$ cat config.mk
export PLATFORM = sky130hd
export DESIGN_NAME = dtg_top
export DESIGN_NICKNAME = d
export VERILOG_FILES = /design/src/rtl/dtg_pkg.sv /design/src/rtl/dtg_clkdiv.sv /design/src/rtl/dtg_regs.sv /design/src/rtl/dtg_raster.sv /design/src/rtl/dtg_top.sv
export SDC_FILE = /design/constraint.sdc
export NUM_CORES = 1
export LEC_CHECK = 0
export BUFFER_PORTS_ARGS = -buffer_cell sky130_fd_sc_hd__clkbuf_2
export CORE_MARGIN = 2
export CORE_UTILIZATION = 46
export DETAILED_ROUTE_END_ITERATION = 8
export HOLD_SLACK_MARGIN = 0.08
export PLACE_DENSITY = 0.75
export REMOVE_ABC_BUFFERS = 1
export SLEW_MARGIN = 20
export SYNTH_ARGS = -nofsm -noshare
export SYNTH_HDL_FRONTEND = slang
export SYNTH_HIERARCHICAL = 1
export SYNTH_SLANG_ARGS = --single-unit
$ cat constraint.sdc
create_clock -name clk -period 7.24 [get_ports clk]
set_input_delay 1.448 -clock clk [delete_from_list [all_inputs] [get_ports clk]]
set_output_delay 1.448 -clock clk [all_outputs]
set_load 0.02 [all_outputs]
$ cat src/rtl/dtg_pkg.sv
`timescale 1ns/1ps
package dtg_pkg;

  localparam int HCNT_W = 12;
  localparam int VCNT_W = 11;
  localparam int H_PIPE = 19;
  localparam int V_PIPE = 2;

  typedef logic [HCNT_W-1:0] hpos_t;
  typedef logic [VCNT_W-1:0] vpos_t;

  typedef struct packed {
    hpos_t htot;
    hpos_t hsw;
    hpos_t hds;
    hpos_t hde;
    vpos_t vtot;
    vpos_t vds;
    vpos_t vde;
    vpos_t vsp;
  } timing_t;

  typedef enum logic [3:0] {
    A_CTRL   = 4'd0,
    A_DIV    = 4'd1,
    A_HTOT   = 4'd2,
    A_HSW    = 4'd3,
    A_HDS    = 4'd4,
    A_HDE    = 4'd5,
    A_VTOT   = 4'd6,
    A_VDS    = 4'd7,
    A_VDE    = 4'd8,
    A_VSP    = 4'd9,
    A_OFFCOL = 4'd10,
    A_BRDCOL = 4'd11,
    A_VSTAT  = 4'd12,
    A_VEN    = 4'd13
  } reg_addr_e;

  // First active column: the register is biased by the pixel pipeline depth.
  function automatic hpos_t h_first(timing_t t);
    return t.hds + hpos_t'(H_PIPE);
  endfunction

  function automatic hpos_t h_stop(timing_t t);
    return t.hde + hpos_t'(H_PIPE);
  endfunction

  function automatic vpos_t v_first(timing_t t);
    return t.vds + vpos_t'(V_PIPE);
  endfunction

  function automatic vpos_t v_stop(timing_t t);
    return t.vde + vpos_t'(V_PIPE);
  endfunction

  function automatic logic h_active(hpos_t hc, timing_t t);
    return (hc >= h_first(t)) && (hc < h_stop(t));
  endfunction

  function automatic logic v_active(vpos_t vc, timing_t t);
    return (vc >= v_first(t)) && (vc < v_stop(t));
  endfunction

  function automatic logic h_in_sync(hpos_t hc, timing_t t);
    return hc <= t.hsw;
  endfunction

  // Vsync begins on the line after the programmed position and ends at wrap.
  function automatic logic v_in_sync(vpos_t vc, timing_t t);
    return vc > t.vsp;
  endfunction

endpackage

$ cat src/rtl/dtg_clkdiv.sv
`timescale 1ns/1ps
module dtg_clkdiv #(
  parameter int DIV_W = 6
) (
  input  logic             clk,
  input  logic             rst_n,
  input  logic             run,
  input  logic [DIV_W-1:0] div_m1,
  output logic             tick
);

  logic [DIV_W-1:0] dcnt_q;
  logic             wrap;

  assign wrap = (dcnt_q >= div_m1);
  assign tick = run && wrap;

  always_ff @(posedge clk) begin
    if (!rst_n)      dcnt_q <= '0;
    else if (!run)   dcnt_q <= '0;
    else if (wrap)   dcnt_q <= '0;
    else             dcnt_q <= dcnt_q + 1'b1;
  end

  // a ratio above one never gives two dot ticks in a row
  p_tick_gap_r2: assert property (@(posedge clk) disable iff (!rst_n)
    (tick && div_m1 != '0 && $stable(div_m1)) |=> !tick);

endmodule

$ cat src/rtl/dtg_regs.sv
`timescale 1ns/1ps
module dtg_regs
  import dtg_pkg::*;
#(
  parameter int ADDR_W  = 4,
  parameter int DATA_W  = 32,
  parameter int DIV_W   = 6,
  parameter int COLOR_W = 24
) (
  input  logic               clk,
  input  logic               rst_n,
  input  logic               wr_en,
  input  logic [ADDR_W-1:0]  addr,
  input  logic [DATA_W-1:0]  wdata,
  output logic [DATA_W-1:0]  rdata,
  input  logic               vbl_evt,
  output logic               run,
  output logic               hpol,
  output logic               vpol,
  output logic [DIV_W-1:0]   div_m1,
  output timing_t            timing,
  output logic [COLOR_W-1:0] off_rgb,
  output logic [COLOR_W-1:0] brd_rgb,
  output logic               irq
);

  logic [2:0]         ctrl_q;
  logic [DIV_W-1:0]   div_q;
  timing_t            tim_q;
  logic [COLOR_W-1:0] off_q;
  logic [COLOR_W-1:0] brd_q;
  logic               vbl_stat_q;
  logic               vbl_en_q;
  logic               vbl_clr;
  logic               unused_wdata_hi;

  assign unused_wdata_hi = ^wdata[DATA_W-1:COLOR_W];

  always_ff @(posedge clk) begin
    if (!rst_n) begin
      ctrl_q   <= '0;
      div_q    <= '0;
      tim_q    <= '0;
      off_q    <= '0;
      brd_q    <= '0;
      vbl_en_q <= 1'b0;
    end else if (wr_en) begin
      case (reg_addr_e'(addr))
        A_CTRL:   ctrl_q     <= wdata[2:0];
        A_DIV:    div_q      <= wdata[DIV_W-1:0];
        A_HTOT:   tim_q.htot <= wdata[HCNT_W-1:0];
        A_HSW:    tim_q.hsw  <= wdata[HCNT_W-1:0];
        A_HDS:    tim_q.hds  <= wdata[HCNT_W-1:0];
        A_HDE:    tim_q.hde  <= wdata[HCNT_W-1:0];
        A_VTOT:   tim_q.vtot <= wdata[VCNT_W-1:0];
        A_VDS:    tim_q.vds  <= wdata[VCNT_W-1:0];
        A_VDE:    tim_q.vde  <= wdata[VCNT_W-1:0];
        A_VSP:    tim_q.vsp  <= wdata[VCNT_W-1:0];
        A_OFFCOL: off_q      <= wdata[COLOR_W-1:0];
        A_BRDCOL: brd_q      <= wdata[COLOR_W-1:0];
        A_VEN:    vbl_en_q   <= wdata[0];
        default:  ;
      endcase
    end
  end

  // Write-one-to-clear status; a new frame event wins over a clear.
  assign vbl_clr = wr_en && (reg_addr_e'(addr) == A_VSTAT) && wdata[0];

  always_ff @(posedge clk) begin
    if (!rst_n)       vbl_stat_q <= 1'b0;
    else if (vbl_evt) vbl_stat_q <= 1'b1;
    else if (vbl_clr) vbl_stat_q <= 1'b0;
  end

  always_comb begin
    rdata = '0;
    case (reg_addr_e'(addr))
      A_CTRL:   rdata[2:0]         = ctrl_q;
      A_DIV:    rdata[DIV_W-1:0]   = div_q;
      A_HTOT:   rdata[HCNT_W-1:0]  = tim_q.htot;
      A_HSW:    rdata[HCNT_W-1:0]  = tim_q.hsw;
      A_HDS:    rdata[HCNT_W-1:0]  = tim_q.hds;
      A_HDE:    rdata[HCNT_W-1:0]  = tim_q.hde;
      A_VTOT:   rdata[VCNT_W-1:0]  = tim_q.vtot;
      A_VDS:    rdata[VCNT_W-1:0]  = tim_q.vds;
      A_VDE:    rdata[VCNT_W-1:0]  = tim_q.vde;
      A_VSP:    rdata[VCNT_W-1:0]  = tim_q.vsp;
      A_OFFCOL: rdata[COLOR_W-1:0] = off_q;
      A_BRDCOL: rdata[COLOR_W-1:0] = brd_q;
      A_VSTAT:  rdata[0]           = vbl_stat_q;
      A_VEN:    rdata[0]           = vbl_en_q;
      default:  rdata              = '0;
    endcase
  end

  assign run     = ctrl_q[0];
  assign hpol    = ctrl_q[1];
  assign vpol    = ctrl_q[2];
  assign div_m1  = div_q;
  assign timing  = tim_q;
  assign off_rgb = off_q;
  assign brd_rgb = brd_q;
  assign irq     = vbl_stat_q && vbl_en_q;

  // a frame event always leaves the status set
  p_vbl_set_r10: assert property (@(posedge clk) disable iff (!rst_n)
    vbl_evt |=> vbl_stat_q);

  // a clear without a competing event empties the status
  p_vbl_clear_r11: assert property (@(posedge clk) disable iff (!rst_n)
    (vbl_clr && !vbl_evt) |=> !vbl_stat_q);

  // with neither event nor clear the status holds
  p_vbl_hold_r11: assert property (@(posedge clk) disable iff (!rst_n)
    (!vbl_clr && !vbl_evt) |=> $stable(vbl_stat_q));

endmodule

$ cat src/rtl/dtg_raster.sv
`timescale 1ns/1ps
module dtg_raster
  import dtg_pkg::*;
(
  input  logic    clk,
  input  logic    rst_n,
  input  logic    run,
  input  logic    tick,
  input  logic    hpol,
  input  logic    vpol,
  input  timing_t live,
  output logic    hsync,
  output logic    vsync,
  output logic    de,
  output hpos_t   pix_x,
  output vpos_t   pix_y,
  output logic    vbl_evt,
  output logic    frame_load
);

  hpos_t   hc_q;
  vpos_t   vc_q;
  timing_t sh_q;
  logic    h_last;
  logic    v_last;
  vpos_t   line_after;

  assign h_last     = (hc_q >= sh_q.htot);
  assign v_last     = (vc_q >= sh_q.vtot);
  assign frame_load = tick && h_last && v_last;

  // Unwrapped index of the line that starts after this one.
  assign line_after = v_last ? (sh_q.vtot + 1'b1) : (vc_q + 1'b1);
  assign vbl_evt    = tick && h_last && (line_after == v_stop(sh_q));

  always_ff @(posedge clk) begin
    if (!rst_n) begin
      hc_q <= '0;
      vc_q <= '0;
      sh_q <= '0;
    end else if (!run) begin
      hc_q <= '0;
      vc_q <= '0;
      sh_q <= live;
    end else if (tick) begin
      hc_q <= h_last ? '0 : hc_q + 1'b1;
      if (h_last) vc_q <= v_last ? '0 : vc_q + 1'b1;
      if (frame_load) sh_q <= live;
    end
  end

  assign de    = run && h_active(hc_q, sh_q) && v_active(vc_q, sh_q);
  assign hsync = (run && h_in_sync(hc_q, sh_q)) ^ hpol;
  assign vsync = (run && v_in_sync(vc_q, sh_q)) ^ vpol;
  assign pix_x = de ? hpos_t'(hc_q - h_first(sh_q)) : '0;
  assign pix_y = de ? vpos_t'(vc_q - v_first(sh_q)) : '0;

  // the position counter never passes the shadowed line end
  p_hc_in_line_r3: assert property (@(posedge clk) disable iff (!rst_n)
    hc_q <= sh_q.htot);

  // the working geometry moves only at a frame boundary or while stopped
  p_shadow_hold_r9: assert property (@(posedge clk) disable iff (!rst_n)
    (run && !frame_load) |=> $stable(sh_q));

  // stopping returns the scan to the origin
  p_stop_origin_r7: assert property (@(posedge clk) disable iff (!rst_n)
    !run |=> (hc_q == '0 && vc_q == '0));

endmodule

$ cat src/rtl/dtg_top.sv
`timescale 1ns/1ps
module dtg_top
  import dtg_pkg::*;
#(
  parameter int ADDR_W  = 4,
  parameter int DATA_W  = 32,
  parameter int DIV_W   = 6,
  parameter int COLOR_W = 24
) (
  input  logic               clk,
  input  logic               rst_n,
  input  logic               wr_en,
  input  logic [ADDR_W-1:0]  addr,
  input  logic [DATA_W-1:0]  wdata,
  output logic [DATA_W-1:0]  rdata,
  input  logic [COLOR_W-1:0] pix_in,
  output logic               hsync,
  output logic               vsync,
  output logic               sync_oe,
  output logic               de,
  output logic [HCNT_W-1:0]  pix_x,
  output logic [VCNT_W-1:0]  pix_y,
  output logic [COLOR_W-1:0] rgb_out,
  output logic               irq
);

  logic               run;
  logic               hpol;
  logic               vpol;
  logic [DIV_W-1:0]   div_m1;
  timing_t            timing;
  logic [COLOR_W-1:0] off_rgb;
  logic [COLOR_W-1:0] brd_rgb;
  logic               tick;
  logic               vbl_evt;
  logic               frame_load;

  dtg_regs #(
    .ADDR_W(ADDR_W), .DATA_W(DATA_W), .DIV_W(DIV_W), .COLOR_W(COLOR_W)
  ) u_regs (
    .clk(clk), .rst_n(rst_n), .wr_en(wr_en), .addr(addr), .wdata(wdata),
    .rdata(rdata), .vbl_evt(vbl_evt), .run(run), .hpol(hpol), .vpol(vpol),
    .div_m1(div_m1), .timing(timing), .off_rgb(off_rgb), .brd_rgb(brd_rgb),
    .irq(irq)
  );

  dtg_clkdiv #(.DIV_W(DIV_W)) u_div (
    .clk(clk), .rst_n(rst_n), .run(run), .div_m1(div_m1), .tick(tick)
  );

  dtg_raster u_raster (
    .clk(clk), .rst_n(rst_n), .run(run), .tick(tick), .hpol(hpol),
    .vpol(vpol), .live(timing), .hsync(hsync), .vsync(vsync), .de(de),
    .pix_x(pix_x), .pix_y(pix_y), .vbl_evt(vbl_evt), .frame_load(frame_load)
  );

  assign sync_oe = run;

  always_comb begin
    if (!run)    rgb_out = off_rgb;
    else if (de) rgb_out = pix_in;
    else         rgb_out = brd_rgb;
  end

  // a vblank event can only come from a running scan
  p_evt_needs_run_r10: assert property (@(posedge clk) disable iff (!rst_n)
    vbl_evt |-> sync_oe);

endmodule

==> impl_metrics.ini, run 1 <==
[route]
drtAntennaViolNets = 0
wl_mm = 48.1
viasPerCell = 5.80
vias = 15000
drt-initial-drc-count = 1349
drc = 0
wl_per_cell_um = 18.6
drtPass1Iterations = 5

[timing]
relSlewSlack_pct = 24.6
worst_pin_slew_ns = 1.13
period_share_pct = 81.4
setup_viol = 0
maxSlewViolCount = 0
rsz0062_at_grt = false
hold_viol_final = 0
fin_crit_ns = 5.89
finalClockSkew_ns = 0.0176
holdWs_ns = 0.455
fmax_ghz = 0.170
setup_ws_ns = 1.35
fin_tns_setup_ns = 0

[global_route]
use_met2_pct = 41.3
gr-max-usage-layer = met2
use_met3_pct = 5.29
antenna_found_initial = 1
grt_max_degree = 180
use_met1_pct = 33.2
overflow = 0
track_usage_pct = 25.3
grt_pass1_vias = 14000
grt_pass1_wl_mm = 74.7

[critical_path]
crit_required_ns = 5.79
worstSetupPathType = flop to output port
crit_fanout = 25
r2r_start = u_raster/hc_q[0]
end_kind = output port
critPathArrivalTime_ns = 4.44
startpoint_type = flop
cp-startpoint = u_raster/sh_q[44]

[clocking]
clk_path_buf_depth = 3
clock_sinks = 272
cts_root_buffer = clkbuf_16
htree_levels = 1
path_clk_slew_ns = 0.06
ctsHoldBuffers = 0
clk_latency_ns = 0.56
post_cts_buffers = 0
cts_tree = yes
ctsResizeCount = 0
cts_buffers = 31

[min_path]
hp-class = flop to flop
hold_path_startpoint = u_raster/sh_q[75]

[synthesis]
syn_inst = 2062
netlist_area_mm2 = 0.0164
synth-warning-count = 6
syn_area_per_cell_um2 = 7.94

[floorplan]
core_mm2 = 0.0353
io_pins = 147
die_x_um = 193
start_util_pct = 46.4
die-area_mm2 = 0.0371
fp-row-count = 69
die_y_um = 193

[layout]
diodes = 0
multi_input_area_mm2 = 0.00982
fill_cells = 3342
layout-drive-gt1-share_pct = 11.0
nNetsFinal = 2273
seq_area_mm2 = 0.00545
area_growth_pct = 9.79

[placed_design]
globalplace.congestion = 0.900
hpwl_mm = 34.4
numPortBuffers = 130
place_ws_ns = 2.00

[power_and_ir_drop]
seqPwrFrac_pct = 45.1
cellLeakagePower_nw = 6.78
combinationalPowerShare_pct = 6.5
peakVddDrop_uv = 162
clkPwrFrac_pct = 48.4
switching_share_pct = 23.4
total_power_mw = 3.38
power.switching_mw = 0.791
p_per_area_mw_per_mm2 = 188
p_int_mw = 2.59

[job]
maxCapViolCount = 0

[status]
run_status = finished, final reports clean
## state kept, by name, summed over array words and instances (netlist names)
name and count:
u_regs/vbl_en_q 1, u_div/dcnt_q 6, u_regs/ctrl_q 3, u_raster/vc_q 11
u_regs/div_m1 6, u_raster/sh_q 92, u_regs/brd_rgb 24, u_regs/timing 92
u_raster/hc_q 12, u_regs/vbl_stat_q 1, u_regs/off_rgb 24
## path summary, 6_finish.rpt
check	depth (start not counted)	to	slack, ns
worst max-delay path	16	rgb_out[8]	1.35
worst min-delay path	2	u_raster/sh_q[75]	0.46
worst max register to register	10	u_raster/sh_q[79]	3.81
worst min register to register	2	u_raster/sh_q[75]	0.46
## final cells by class
type	count	area share (%)
clock inverters	11	0.932
well taps	461	3.21
flip-flops and latches	272	30.3
multi-input cells	1573	54.6
clock buffers	46	5.07
inverters	77	1.61
repair buffers	144	4.32
## routing by layer
metal  up-vias  share of wire (%)  wire length, um
met1      7031                 43            20500
met3       112                9.2             4430
li1       7174                  -                -
met2       661                 45            21600
met4         2                3.1             1510
met5         -              0.025               12
## power by group through the flow
stage	logic [mW]	clock network (mW)	registers, mW
6_report	0.219	1.64	1.53
5_1_grt	0.233	1.72	1.53
4_1_cts	0.214	1.65	1.52
3_5_place_dp	0.213	0	1.56
3_3_place_gp	0.209	0	1.56
2_1_floorplan	0.101	0	1.55
## per-stage QoR
step | area (um^2) | utilization (%) | cells
after floorplan | 15500 | - | 1922
after global placement | 16900 | 47.9 | 2527
after detailed placement | 16900 | 47.9 | 2527
after CTS | 18000 | 50.9 | 2584
after global routing | 18000 | 50.9 | 2584
final | 18000 | 50.9 | 2584
## cells in the final DEF, fill, tap and decap left out, types with 13 or more instances in the layout
cell type,instances
a31oi_1,13
nand2_1,436
nor2b_1,26
a22oi_1,14
a21boi_0,68
a21boi_1,74
clkbuf_16,31
ha_1,109
a21o_1,19
xnor2_1,43
xor2_1,48
o21ai_1,59
and3_1,19
nand4_1,26
mux2i_1,64
dfxtp_1,271
nor2_1,108
nand3_1,130
buf_4,13
inv_1,77
a21oi_1,72
clkbuf_2,128
o21ai_0,71
## worst max-delay path, cell delays in order, from the launching register on
cell and delay (ns):
dfxtp_1 0.32, inv_1 0.08, ha_1 0.18, nor2_1 0.07, o21ai_0 0.36, nor2_1 0.11
xnor2_1 0.14, ha_1 0.28, and3_1 0.18, or4_1 0.41, a2111oi_0 0.41, nand4_1 0.18
inv_1 0.09, buf_4 0.44, mux2i_1 0.30, a21oi_1 0.10, clkbuf_2 0.19
Power figures use the tool's default switching activity.
==> inputs of run 2 (changes only) <==
Clock period 7.24 ns to 5.95 ns, I/O delays scaled along.
==> run 2 against run 1 <==
  * Final cell count about the same
  * Power grew 23%
  * Sequential power increased by 22%
  * Clock power is 24% higher
  * First-iteration DRC count up 16%
  * Utilization up 0.060 points
  * Sequential share of layout area is essentially flat
  * Sequential cell count is the same
  * Critical path depth stayed put
  * Via count down 0.75%
  * Critical path type unchanged
  * Largest power group unchanged
==> impl_metrics.ini, run 2 (synthesis gave the netlist of run 1 again) <==
[status]
run_status = finished, final reports clean

[power_and_ir_drop]
p_per_area_mw_per_mm2 = 231
total_power_mw = 4.16
power.switching_mw = 0.961
seqPwrFrac_pct = 44.6
switching_share_pct = 23.1
combinationalPowerShare_pct = 6.4
clkPwrFrac_pct = 49.0
cellLeakagePower_nw = 6.80
peakVddDrop_uv = 150
p_int_mw = 3.20

[clocking]
clk_path_buf_depth = 3
path_clk_slew_ns = 0.06
ctsResizeCount = 0
clk_latency_ns = 0.56
post_cts_buffers = 0
cts_tree = yes
ctsHoldBuffers = 0
clock_sinks = 272
htree_levels = 1
cts_buffers = 29
cts_root_buffer = clkbuf_16

[floorplan]
core_mm2 = 0.0353
fp-row-count = 69
die-area_mm2 = 0.0371
die_y_um = 193
start_util_pct = 46.4
die_x_um = 193
io_pins = 147

[placed_design]
dpl_cell_area_mm2 = 0.0169
place_ws_ns = 0.814
hpwl_mm = 34.8
globalplace.congestion = 0.941
dp_cells = 2530
numPortBuffers = 130

[global_route]
overflow = 0
track_usage_pct = 25.4
grt_pass1_vias = 14100
grt_pass1_wl_mm = 75.2
grt_max_degree = 165
antenna_found_initial = 0

[layout]
stdcell_count = 2583
utilization_pct = 51.0
layout_common_cells = 436 x nand2_1, 271 x dfxtp_1, 130 x nand3_1, 128 x clkbuf_2, 109 x ha_1
fin_area_mm2 = 0.0180
nNetsFinal = 2274
layout-drive-gt1-share_pct = 11.1
diodes = 0
area_growth_pct = 9.92
final_common_cell = nand2_1

[timing]
hold_viol_final = 0
rsz0062_at_grt = false
finalClockSkew_ns = 0.0252
setup_viol = 0
period_share_pct = 95.3
fmax_ghz = 0.176
setup_ws_ns = 0.278
fin_crit_ns = 5.67
maxSlewViolCount = 0
relSlewSlack_pct = 25.4
fin_tns_setup_ns = 0
worst_pin_slew_ns = 1.12
holdWs_ns = 0.454

[min_path]
min_path_cells = 2
hp-class = flop to flop

[critical_path]
slowest_delay_ns = 0.45
r2r_cells = 12
critPathArrivalTime_ns = 4.48
worstPathCellList = inv_1 > ha_1 > nor2_1 > o21ai_0 > nor2_1 > xnor2_1 > ha_1 > and3_1 > or4_1 > a2111oi_0 > nand4_1 > inv_1 > buf_4 > mux2i_1 > a21oi_1 > clkbuf_2
crit_fanout = 25
worstSetupPathType = flop to output port
end_kind = output port
startpoint_type = flop
crit_required_ns = 4.76
slowest_stage = a2111oi_0

[route]
drc = 0
drt-initial-drc-count = 1562
wl_mm = 48.0
vias = 14900
drtPass1Iterations = 6
drtAntennaViolNets = 0
viasPerCell = 5.76
wl_per_cell_um = 18.6

[job]
maxCapViolCount = 0
run 2: cell types whose count changed in the layout (fill, tap and decap cells not counted), sizes merged:
cell      delta
clkbuf      -11
clkinv       +5
bufinv       +4
buf          +3
clkinvlp     -1
inv          -1
run 2: metal layers:
metal  wire, um  share of wire, %  vias to the layer above  GRT usage, %
met3       4130               8.6                      122          3.84
met1      20600                43                     6946          34.0
met2      21500                45                      633          41.7
met5          0                 0                        -             0
met4       1810               3.8                        0          8.75
li1           -                 -                     7167             -
run 2: layout make-up:
class | count | area [um^2]
timing repair buffer | 147 | 800
fill | 3341 | 17300
clock inverter | 18 | 300
tap | 461 | 577
sequential | 272 | 5450
multi-input combinational | 1573 | 9820
clock buffer | 35 | 778
inverter | 77 | 289
run 2: worst paths after layout:
kind                                         from                 to  slack [ns]
worst max-delay path            u_raster/sh_q[44]        rgb_out[21]        0.28
worst min-delay path            u_raster/sh_q[83]  u_raster/sh_q[83]        0.45
worst max register to register   u_raster/vc_q[9]  u_regs/vbl_stat_q        2.29
worst min register to register  u_raster/sh_q[83]  u_raster/sh_q[83]        0.45
run 2: worst max-delay path: cells and delay by family, from the launching register on:
kind / cells / cell delay [ns]
AO/OA/AOI/OAI: 3 / 1.06
AND/OR/NAND/NOR: 5 / 0.96
buffers and inverters: 4 / 0.81
adder cells (fa/ha/maj): 2 / 0.44
flip-flops: 1 / 0.32
XOR/XNOR: 1 / 0.18
multiplexers: 1 / 0.14
run 2: power groups by stage:
stage               logic, mW  registers (mW)  clock network (mW)
floorplan               0.123            1.89                   0
global placement        0.256            1.89                   0
detailed placement      0.261            1.90                   0
CTS                     0.262            1.86                2.05
global route            0.286            1.86                2.12
finish                  0.268            1.86                2.04
==> inputs of run 3 (changes only) <==
Settings changed: CELL_PAD_IN_SITES_DETAIL_PLACEMENT from default to 1, CELL_PAD_IN_SITES_GLOBAL_PLACEMENT from default to 1, CORE_UTILIZATION 46 to 45, CTS_CLUSTER_SIZE from default to 8, PLACE_DENSITY 0.75 to 0.92.
==> run 3 against run 2 <==
  * Non-clock buffer count rose by 4
  * Die area rose by 2.2%
  * Clock power barely moved
  * Clock skew fell by 0.015 ns
  * Clock-buffer cell count rose by 9
  * Hold slack improved by 0.0049 ns
  * Critical path depth rose by 1
  * Power rose by 0.64%
  * Largest power group unchanged
==> impl_metrics.ini, run 3 (synthesis gave the netlist of run 1 again) <==
[timing]
holdWs_ns = 0.459
worst_pin_slew_ns = 1.19
maxSlewViolCount = 0
fmax_ghz = 0.176
fin_tns_setup_ns = 0
hold_viol_final = 0
relSlewSlack_pct = 20.6
period_share_pct = 95.5
fin_crit_ns = 5.68
finalClockSkew_ns = 0.0107
setup_viol = 0

[route]
wl_mm = 58.1
viasPerCell = 6.08
drtPass1Iterations = 5
drc = 0
vias = 15700
wl_per_cell_um = 22.5
drtAntennaViolNets = 0
drt-initial-drc-count = 1299

[layout]
layout_common_cells = 436 x nand2_1, 271 x dfxtp_1, 130 x nand3_1, 128 x clkbuf_2, 109 x ha_1
diodes = 0
final_common_cell = nand2_1
area_growth_pct = 10.3
nNetsFinal = 2289
layout-drive-gt1-share_pct = 11.2
utilization_pct = 50.5
fin_area_mm2 = 0.0181

[critical_path]
crit_fanout = 8
startpoint_type = flop
end_kind = output port
r2r_cells = 10
crit_required_ns = 4.76
critPathArrivalTime_ns = 4.49
worstSetupPathType = flop to output port

[global_route]
grt_max_degree = 170
use_met1_pct = 35.3
grt_pass1_wl_mm = 89.4
gr-max-usage-layer = met2
antenna_found_initial = 1
use_met2_pct = 50.6
track_usage_pct = 29.6
overflow = 0
use_met3_pct = 5.59
grt_pass1_vias = 16300

[clocking]
cts_root_buffer = clkbuf_16
ctsHoldBuffers = 0
htree_levels = 2
clk_path_buf_depth = 3
clk_latency_ns = 0.53
clock_sinks = 272
path_clk_slew_ns = 0.05
cts_buffers = 40
cts_tree = yes

[job]
maxCapViolCount = 0

[placed_design]
hpwl_mm = 40.0
dpl_cell_area_mm2 = 0.0169
numPortBuffers = 130
globalplace.congestion = 0.895

[status]
run_status = finished, final reports clean

[power_and_ir_drop]
total_power_mw = 4.19
peakVddDrop_uv = 166
p_per_area_mw_per_mm2 = 232
cellLeakagePower_nw = 6.82

[floorplan]
core_mm2 = 0.0357
die_x_um = 195
fp-row-count = 69
io_pins = 147
start_util_pct = 45.8
die_y_um = 195
die-area_mm2 = 0.0379

[min_path]
hp-class = flop to flop
min_path_cells = 2
-- run 3: cell count changes in the layout (fill, tap and decap cells not counted), moves of 2 or more --
cell | previous run | this run
buf_4 | 16 | 19
buf_6 | 0 | 2
bufinv_16 | 8 | 0
clkbuf_16 | 29 | 42
clkbuf_8 | 4 | 1
clkinv_2 | 7 | 0
-- run 3: critical path, cell delays in order (launching register included) --
cell	delay, ns
dfxtp_1	0.36
inv_1	0.08
nand2_1	0.10
a31oi_1	0.13
nor2b_1	0.27
nand2_1	0.11
xor2_1	0.15
ha_1	0.21
or3_1	0.39
a311oi_2	0.26
o31ai_1	0.15
or4_1	0.46
nand4_1	0.17
clkinvlp_4	0.30
buf_4	0.28
mux2i_1	0.12
a21oi_1	0.20
clkbuf_2	0.20
-- run 3: final timing paths --
check | end | start | slack (ns)
worst max-delay path | rgb_out[20] | u_raster/sh_q[57] | 0.27
worst min-delay path | u_raster/sh_q[75] | u_raster/sh_q[75] | 0.46
worst max register to register | u_raster/hc_q[10] | u_raster/hc_q[0] | 2.36
worst min register to register | u_raster/sh_q[75] | u_raster/sh_q[75] | 0.46
-- run 3: layout make-up --
type                            instances  area [um^2]
Fill cell                            4385        17700
Multi-Input combinational cell       1573         9820
Sequential cell                       272         5450
Clock buffer                           44         1060
Timing Repair Buffer                  151          840
Tap cell                              461          577
Inverter                               77          293
Clock inverter                          2         25.0
-- run 3: per-layer routing --
layer / up-vias / routed length [um] / part of all wire (%)
li1: 7186 / - / -
met1: 7617 / 23400 / 40
met2: 679 / 27500 / 47
met3: 192 / 4230 / 7.3
met4: 0 / 3030 / 5.2
met5: - / 0 / 0
-- run 3: repair_timing --
item | 4_1_cts | 5_1_grt
setup buffers | 0 | 5
resized for setup | 1 | 4
setup endpoints to repair | 1 | 21
gates cloned | 0 | 0
-- run 3: report_power, final --
group / internal, mW / switching (mW) / total (mW) / leakage [nW]
combinational: 0.0845 / 0.192 / 0.277 / 4.09
sequential: 1.84 / 0.0187 / 1.86 / 2.19
clock: 1.24 / 0.809 / 2.05 / 0.531
-- run 3: stage by stage --
step                      setup WS [ns]  instances
final                             0.265       2580
after global placement            0.824       2529
after CTS                        0.0997       2575
after global routing            -0.0177       2580
after floorplan                   0.119       1922
after detailed placement          0.597       2529
